## src/rtl/trc_pkg.sv

```systemverilog
package trc_pkg;
    typedef enum logic [2:0] {
        ST_IDLE,
        ST_PRE,
        ST_POST,
        ST_DRAIN,
        ST_DONE
    } trc_state_e;

    // status bit positions are decoded by software
    localparam int unsigned SB_WRAP = 0;
    localparam int unsigned SB_TRIG = 1;
    localparam int unsigned SB_ACQ  = 2;
    localparam int unsigned SB_DRN  = 3;
endpackage

```

## src/rtl/trc_wptr.sv

```systemverilog
module trc_wptr #(
    parameter int unsigned AW = 4
) (
    input  logic          clk,
    input  logic          rst_n,
    input  logic          load,
    input  logic [AW-1:0] load_val,
    input  logic          step,
    output logic [AW-1:0] ptr,
    output logic          wrap_hit
);
    localparam logic [AW-1:0] LAST = '1;

    always_ff @(posedge clk or negedge rst_n) begin
        if (!rst_n)    ptr <= '0;
        else if (load) ptr <= load_val;
        else if (step) ptr <= ptr + 1'b1;
    end

    assign wrap_hit = step && (ptr == LAST);
endmodule

```

## src/rtl/trc_post_cnt.sv

```systemverilog
module trc_post_cnt #(
    parameter int unsigned CW = 8
) (
    input  logic          clk,
    input  logic          rst_n,
    input  logic          cfg_we,
    input  logic [CW-1:0] cfg_val,
    input  logic          arm,
    input  logic          dec,
    output logic [CW-1:0] remain,
    output logic          last,
    output logic          cfg_zero
);
    logic [CW-1:0] cfg_q;

    always_ff @(posedge clk or negedge rst_n) begin
        if (!rst_n)      cfg_q <= '0;
        else if (cfg_we) cfg_q <= cfg_val;
    end

    always_ff @(posedge clk or negedge rst_n) begin
        if (!rst_n)                       remain <= '0;
        else if (arm)                     remain <= cfg_q;
        else if (dec && remain != '0)     remain <= remain - 1'b1;
    end

    assign last     = (remain == CW'(1));
    assign cfg_zero = (cfg_q == '0);
endmodule

```

## src/rtl/trc_fsm.sv

```systemverilog
module trc_fsm
    import trc_pkg::*;
#(
    parameter int unsigned DRAIN_CYC = 2
) (
    input  logic       clk,
    input  logic       rst_n,
    input  logic       ctl_we,
    input  logic       run_bit,
    input  logic       trigger,
    input  logic       store,
    input  logic       cfg_zero,
    input  logic       last,
    input  logic       wrap_hit,
    output logic       capturing,
    output logic       arm_post,
    output logic       post_dec,
    output logic [3:0] status
);
    localparam int unsigned DW = $clog2(DRAIN_CYC) + 1;
    localparam logic [DW-1:0] DRAIN_END = DW'(DRAIN_CYC - 1);

    trc_state_e    state, nxt;
    logic [DW-1:0] drain_cnt;

    always_comb begin
        nxt = state;
        if (ctl_we) begin
            nxt = run_bit ? ST_PRE : ST_IDLE;
        end else begin
            unique case (state)
                ST_IDLE:  nxt = ST_IDLE;
                ST_PRE:   if (trigger) nxt = cfg_zero ? ST_DRAIN : ST_POST;
                ST_POST:  if (store && last) nxt = ST_DRAIN;
                ST_DRAIN: if (drain_cnt == DRAIN_END) nxt = ST_DONE;
                ST_DONE:  nxt = ST_DONE;
                default:  nxt = ST_IDLE;
            endcase
        end
    end

    always_ff @(posedge clk or negedge rst_n) begin
        if (!rst_n) state <= ST_IDLE;
        else        state <= nxt;
    end

    assign capturing = (state == ST_PRE) || (state == ST_POST);
    assign arm_post  = (state == ST_PRE) && trigger && !ctl_we;
    assign post_dec  = (state == ST_POST) && store;

    always_ff @(posedge clk or negedge rst_n) begin
        if (!rst_n) begin
            status    <= '0;
            drain_cnt <= '0;
        end else if (ctl_we && run_bit) begin
            status    <= '0;
            drain_cnt <= '0;
        end else begin
            if (wrap_hit) status[SB_WRAP] <= 1'b1;
            if (arm_post) status[SB_TRIG] <= 1'b1;
            if (nxt == ST_DRAIN && state != ST_DRAIN) begin
                status[SB_ACQ] <= 1'b1;
                drain_cnt      <= '0;
            end else if (state == ST_DRAIN) begin
                drain_cnt <= drain_cnt + 1'b1;
            end
            if (state == ST_DRAIN && nxt == ST_DONE) status[SB_DRN] <= 1'b1;
        end
    end
endmodule

```

## src/rtl/trace_capture_ctl.sv

```systemverilog
module trace_capture_ctl #(
    parameter int unsigned DEPTH_LOG2 = 4,
    parameter int unsigned PORT_W     = 8,
    parameter int unsigned CNT_W      = 8
) (
    input  logic                  clk,
    input  logic                  rst_n,
    input  logic                  ctl_we,
    input  logic [1:0]            ctl_wdata,
    input  logic                  tcnt_we,
    input  logic [CNT_W-1:0]      tcnt_wdata,
    input  logic                  wptr_we,
    input  logic [DEPTH_LOG2-1:0] wptr_wdata,
    input  logic                  trace_valid,
    input  logic [2*PORT_W-1:0]   trace_data,
    input  logic                  trigger_in,
    output logic [3:0]            status,
    output logic [DEPTH_LOG2-1:0] wptr,
    output logic [CNT_W-1:0]      post_left,
    output logic                  demux_on,
    output logic                  ram_we,
    output logic [DEPTH_LOG2-1:0] ram_addr,
    output logic [2*PORT_W-1:0]   ram_wdata
);
    localparam bit SPLIT_OK = (PORT_W == 8);

    logic capturing, arm_post, post_dec, last, cfg_zero, wrap_hit, store;

    assign store = capturing && trace_valid && !ctl_we;

    trc_fsm u_fsm (
        .clk(clk), .rst_n(rst_n), .ctl_we(ctl_we), .run_bit(ctl_wdata[0]),
        .trigger(trigger_in), .store(store), .cfg_zero(cfg_zero), .last(last),
        .wrap_hit(wrap_hit), .capturing(capturing), .arm_post(arm_post),
        .post_dec(post_dec), .status(status)
    );

    trc_wptr #(.AW(DEPTH_LOG2)) u_wptr (
        .clk(clk), .rst_n(rst_n), .load(wptr_we), .load_val(wptr_wdata),
        .step(store), .ptr(wptr), .wrap_hit(wrap_hit)
    );

    trc_post_cnt #(.CW(CNT_W)) u_cnt (
        .clk(clk), .rst_n(rst_n), .cfg_we(tcnt_we), .cfg_val(tcnt_wdata),
        .arm(arm_post), .dec(post_dec), .remain(post_left), .last(last),
        .cfg_zero(cfg_zero)
    );

    generate
        if (SPLIT_OK) begin : g_split
            logic split_q;
            always_ff @(posedge clk or negedge rst_n) begin
                if (!rst_n)      split_q <= 1'b0;
                else if (ctl_we) split_q <= ctl_wdata[1];
            end
            assign demux_on = split_q;
        end else begin : g_nosplit
            assign demux_on = 1'b0;
        end
    endgenerate

    assign ram_we    = store;
    assign ram_addr  = wptr;
    assign ram_wdata = demux_on ? trace_data
                                : {{PORT_W{1'b0}}, trace_data[PORT_W-1:0]};
endmodule

```

## config.mk

```make
export PLATFORM = sky130hd
export DESIGN_NAME = trace_capture_ctl
export DESIGN_NICKNAME = d
export VERILOG_FILES = /design/src/rtl/trc_pkg.sv /design/src/rtl/trc_wptr.sv /design/src/rtl/trc_post_cnt.sv /design/src/rtl/trc_fsm.sv /design/src/rtl/trace_capture_ctl.sv
export SDC_FILE = /design/constraint.sdc
export NUM_CORES = 1
export LEC_CHECK = 0
export ABC_AREA = 1
export ABC_CLOCK_PERIOD_IN_PS = 5200
export BUFFER_PORTS_ARGS = -buffer_cell sky130_fd_sc_hd__buf_2
export CAP_MARGIN = 20
export CORE_MARGIN = 2
export CORE_UTILIZATION = 43
export CTS_CLUSTER_SIZE = 16
export DETAILED_ROUTE_END_ITERATION = 12
export PLACE_DENSITY = 0.76
export SYNTH_ARGS = -nofsm -noshare
export SYNTH_HDL_FRONTEND = slang
export SYNTH_HIERARCHICAL = 1
export SYNTH_SLANG_ARGS = --single-unit
```

## constraint.sdc

```tcl
create_clock -name clk -period 5.2 [get_ports clk]
set_input_delay 0.26 -clock clk [delete_from_list [all_inputs] [get_ports clk]]
set_output_delay 0.26 -clock clk [all_outputs]
set_load 0.03 [all_outputs]
```

==> summary.md <==
| Metric | Value |
|---|---|
| Max_slew headroom | 54.65% |
| Worst setup SP type | register |
| Clock Tree Root | clkbuf_8 |
| DRC | 0 |
| Die Wd | 70.62 µm |
| Clock Sink Count | 30 |
| Synthesized instance count | 259 |
| Maxcap violations | 0 |
| Largest stage delay, worst path | 0.54 ns |
| HP Class | in -> async |
| DR vias | 1738 |
| Synthesized area per cell | 7.367 µm² |
| Leakage power | 0.001265 µW |
| R2r startpoint | u_fsm/state[0]$_DFF_PN0_ |
| Worst clock skew | 0.007768 ns |
| Fin Hold WS | 0.01391 ns |
| Final Cycle Share | 42.50% |
| Yosys warning count | 6 |
| Cell breakdown of the critical path | inv_1 -> nor2_1 -> nand3_1 -> nor2_1 -> clkinv_1 -> nand3_1 -> o21ai_0 -> nand2_1 -> nand2_1 |
| Worst-skew pair later-pin latency | 0.28 ns |
| Peak supply drop | 0.2027 mV |
| Critical path endpoint | u_cnt/remain[4]$_DFFE_PN0P_ |
| Crit path max fanout | 13 |
| Via-per-instance ratio | 4.814 |
| Core ar. | 4324 µm² |
| Cell variety after synth | 30 |
| Final Non-Filler Cells | 361 |
| Area of the multi-input gates | 870.8 µm² |
| Initial DRC count | 92 |
| Detail Route Antenna Nets | 0 |
| Placed insts | 353 |
| Largest net degree at the start of global routing | 31 |
| Overflow after GRT | 0 |
| Gp weighted congestion | 0.8178 |
| Top-Level Pins | 75 |
| Initial antenna violation count | 0 |
| Post-Route Setup TNS | 0 ns |
| Tmin final | 2.210 ns |
| Slew Limit Fails | 0 |
| Worst r2r dst | u_cnt/remain[4]$_DFFE_PN0P_ |
| Worst Reg-to-Reg Cells | 9 |
| GRT Max-Usage Layer | met2 |
| Synthesized area | 1908 µm² |
| Seq/Total Area, Yosys | 39.34% |
| Power density cells | 400.3 nW/µm² |
| Hold_buf cts | 0 |
| Chip height | 70.62 µm |
| Fillcell total | 435 |
| Synthesis-to-layout area growth | 16.66% |
| Reg2Reg Setup Slack | 2.99 ns |
| Setup Fix Bufs, Post-CTS | 0 |
| Fin nets | 350 |
| GR Util met3 | 4.701% |
| Clock buffer depth | 2 |
| Syn Nets | 301 |
| Fmax | 452.5 MHz |
| Critical path endpoint category | register |
| Worst Path Arrival | 2.39 ns |
| Number of global-route vias before repair | 1645 |
| First drt pass iteration count | 4 |
| Fraction of layout cells with a size suffix above 1 | 26.54% |
| Total wire length | 4082 µm |
| CTS clk-pin slew, worst paths | 0.07 ns |
| Global-route wire length before repair | 6975 µm |
| M1 GR Usage | 21.15% |
| Fin. Hold Viols | 0 |
| Register bit total from synthesis | 30 |
| Rows | 24 |
| Kind of critical path | reg -> reg |
| GR Layer Usage met2 | 28.72% |
| CTS tree | built |
| Register area | 750.7 µm² |
| Port bufs | 58 |
| CP Data Required Time | 5.38 ns |
| CP max-delay cell | nor2_1 |
| Total CTS buffers | 5 |
| Ant diodes | 0 |
| Tightest Pin Transition | 0.6777 ns |
| Die ar. | 4986 µm² |
| H-tree lvl count | 2 |
| Final setup viols | 0 |
| Unrepaired setup endpoints after global routing | no |
| DP HPWL | 3065 µm |
| Initial core utilization | 44.13% |
| PostCTS Resize Cnt | 0 |
| Most common cell after layout, fill and taps aside | nand2_1 |
| Total track usage | 17.18% |
| Most frequent cells in the layout | nand2_1 (76), buf_2 (58), inv_1 (41) |
| Critical path origin | u_fsm/state[0]$_DFF_PN0_ |
| Run status | complete, no violations |
| Wire per inst | 11.31 µm |
-- per-layer routing --
layer / share of wire (%) / up-vias
met3: 5.3 / 7
met5: 0 / -
met4: 1.4 / 0
li1: - / 889
met1: 45 / 803
met2: 48 / 39
-- how the worst min path moves through the flow --
| stage | endpoint | slack [ns] | startpoint |
|---|---|---|---|
| 6_report | u_cnt/remain[0]$_DFFE_PN0P_ | 0.01 | rst_n |
| 5_1_grt | u_cnt/remain[1]$_DFFE_PN0P_ | 0.07 | rst_n |
| 4_1_cts | u_cnt/cfg_q[7]$_DFFE_PN0P_ | 0.03 | rst_n |
| 3_5_place_dp | u_cnt/cfg_q[0]$_DFFE_PN0P_ | 0.34 | rst_n |
| 3_3_place_gp | u_cnt/cfg_q[2]$_DFFE_PN0P_ | 0.34 | rst_n |
| 2_1_floorplan | demux_on$_DFFE_PN0P_ | -0.04 | rst_n |
-- critical path, delay by kind of cell (launching register included) --
family | cells | cell delay, ns
flip-flops | 1 | 0.44
buffers and inverters | 2 | 0.54
AO/OA/AOI/OAI | 1 | 0.09
AND/OR/NAND/NOR | 6 | 1.01
-- layout make-up --
type | count | share of cell area [%]
Multi-Input combinational cell | 171 | 39.12
Sequential cell | 30 | 33.73
Timing Repair Buffer | 58 | 13.04
Inverter | 42 | 7.083
Clock buffer | 7 | 3.879
Tap cell | 52 | 2.923
Clock inverter | 1 | 0.2248
-- state kept, by name (all words and copies together), names as in the netlist --
| signal | cells |
|---|---|
| u_cnt/cfg_q | 8 |
| u_wptr/ptr | 4 |
| demux_on | 1 |
| u_fsm/state | 3 |
| u_fsm/drain_cnt | 2 |
| u_cnt/remain | 8 |
| u_fsm/status | 4 |
-- synth_stat cells --
master / count / share of area (%)
nor3_1: 2 / 0.52
nand3b_1: 1 / 0.39
dlymetal6s2s_1: 1 / 0.66
a21oi_1: 1 / 0.26
mux2_2: 1 / 0.59
o21ai_0: 14 / 3.7
nand3_1: 21 / 5.5
nand3_2: 1 / 0.52
a21oi_2: 1 / 0.46
a21boi_0: 2 / 0.79
nand2_1: 76 / 15
clkinv_1: 1 / 0.20
buf_4: 12 / 4.7
nand2_4: 2 / 1.2
nand4_1: 4 / 1.3
nand2_2: 5 / 1.6
nor2_4: 2 / 1.2
o21ai_4: 1 / 0.85
ha_1: 5 / 3.3
o21a_1: 1 / 0.39
nor2_2: 1 / 0.33
dfrtp_1: 30 / 39
xnor2_1: 3 / 1.4
clkbuf_1: 1 / 0.20
o21ai_1: 2 / 0.52
buf_6: 2 / 1.2
inv_1: 41 / 8.1
a22oi_1: 1 / 0.39
o21ai_2: 3 / 1.4
nor2_1: 21 / 4.1
-- cells by family (layout without fill, tap and decap cells) --
family	count (synthesis)	count (layout)	synth area share, %
flip-flops	30	30	39.34
buffers and inverters	58	108	15.02
adder cells (fa/ha/maj)	5	5	3.279
XOR/XNOR	3	3	1.377
multiplexers	1	1	0.5901
AO/OA/AOI/OAI	26	26	8.722
AND/OR/NAND/NOR	136	136	31.67
-- report_power, final --
group / total [µW] / switching, µW / internal, µW
sequential: 325 / 51.2 / 273
combinational: 374 / 248 / 126
clock: 193 / 86.2 / 107
total: 891 / 385 / 506
-- per-stage QoR --
step | setup slack [ns] | instance area (µm²) | util [%] | power (µW)
5_1_grt | 2.716 | 2226 | 51.48 | 962.5
6_report | 2.990 | 2226 | 51.48 | 891.1
3_5_place_dp | 3.006 | 2135 | 49.36 | 703.1
4_1_cts | 2.990 | 2226 | 51.48 | 901.6
3_3_place_gp | 3.085 | 2135 | 49.36 | 695.2
2_1_floorplan | 3.075 | 1908 | - | 619.9
(Power assumes the default switching activity.)
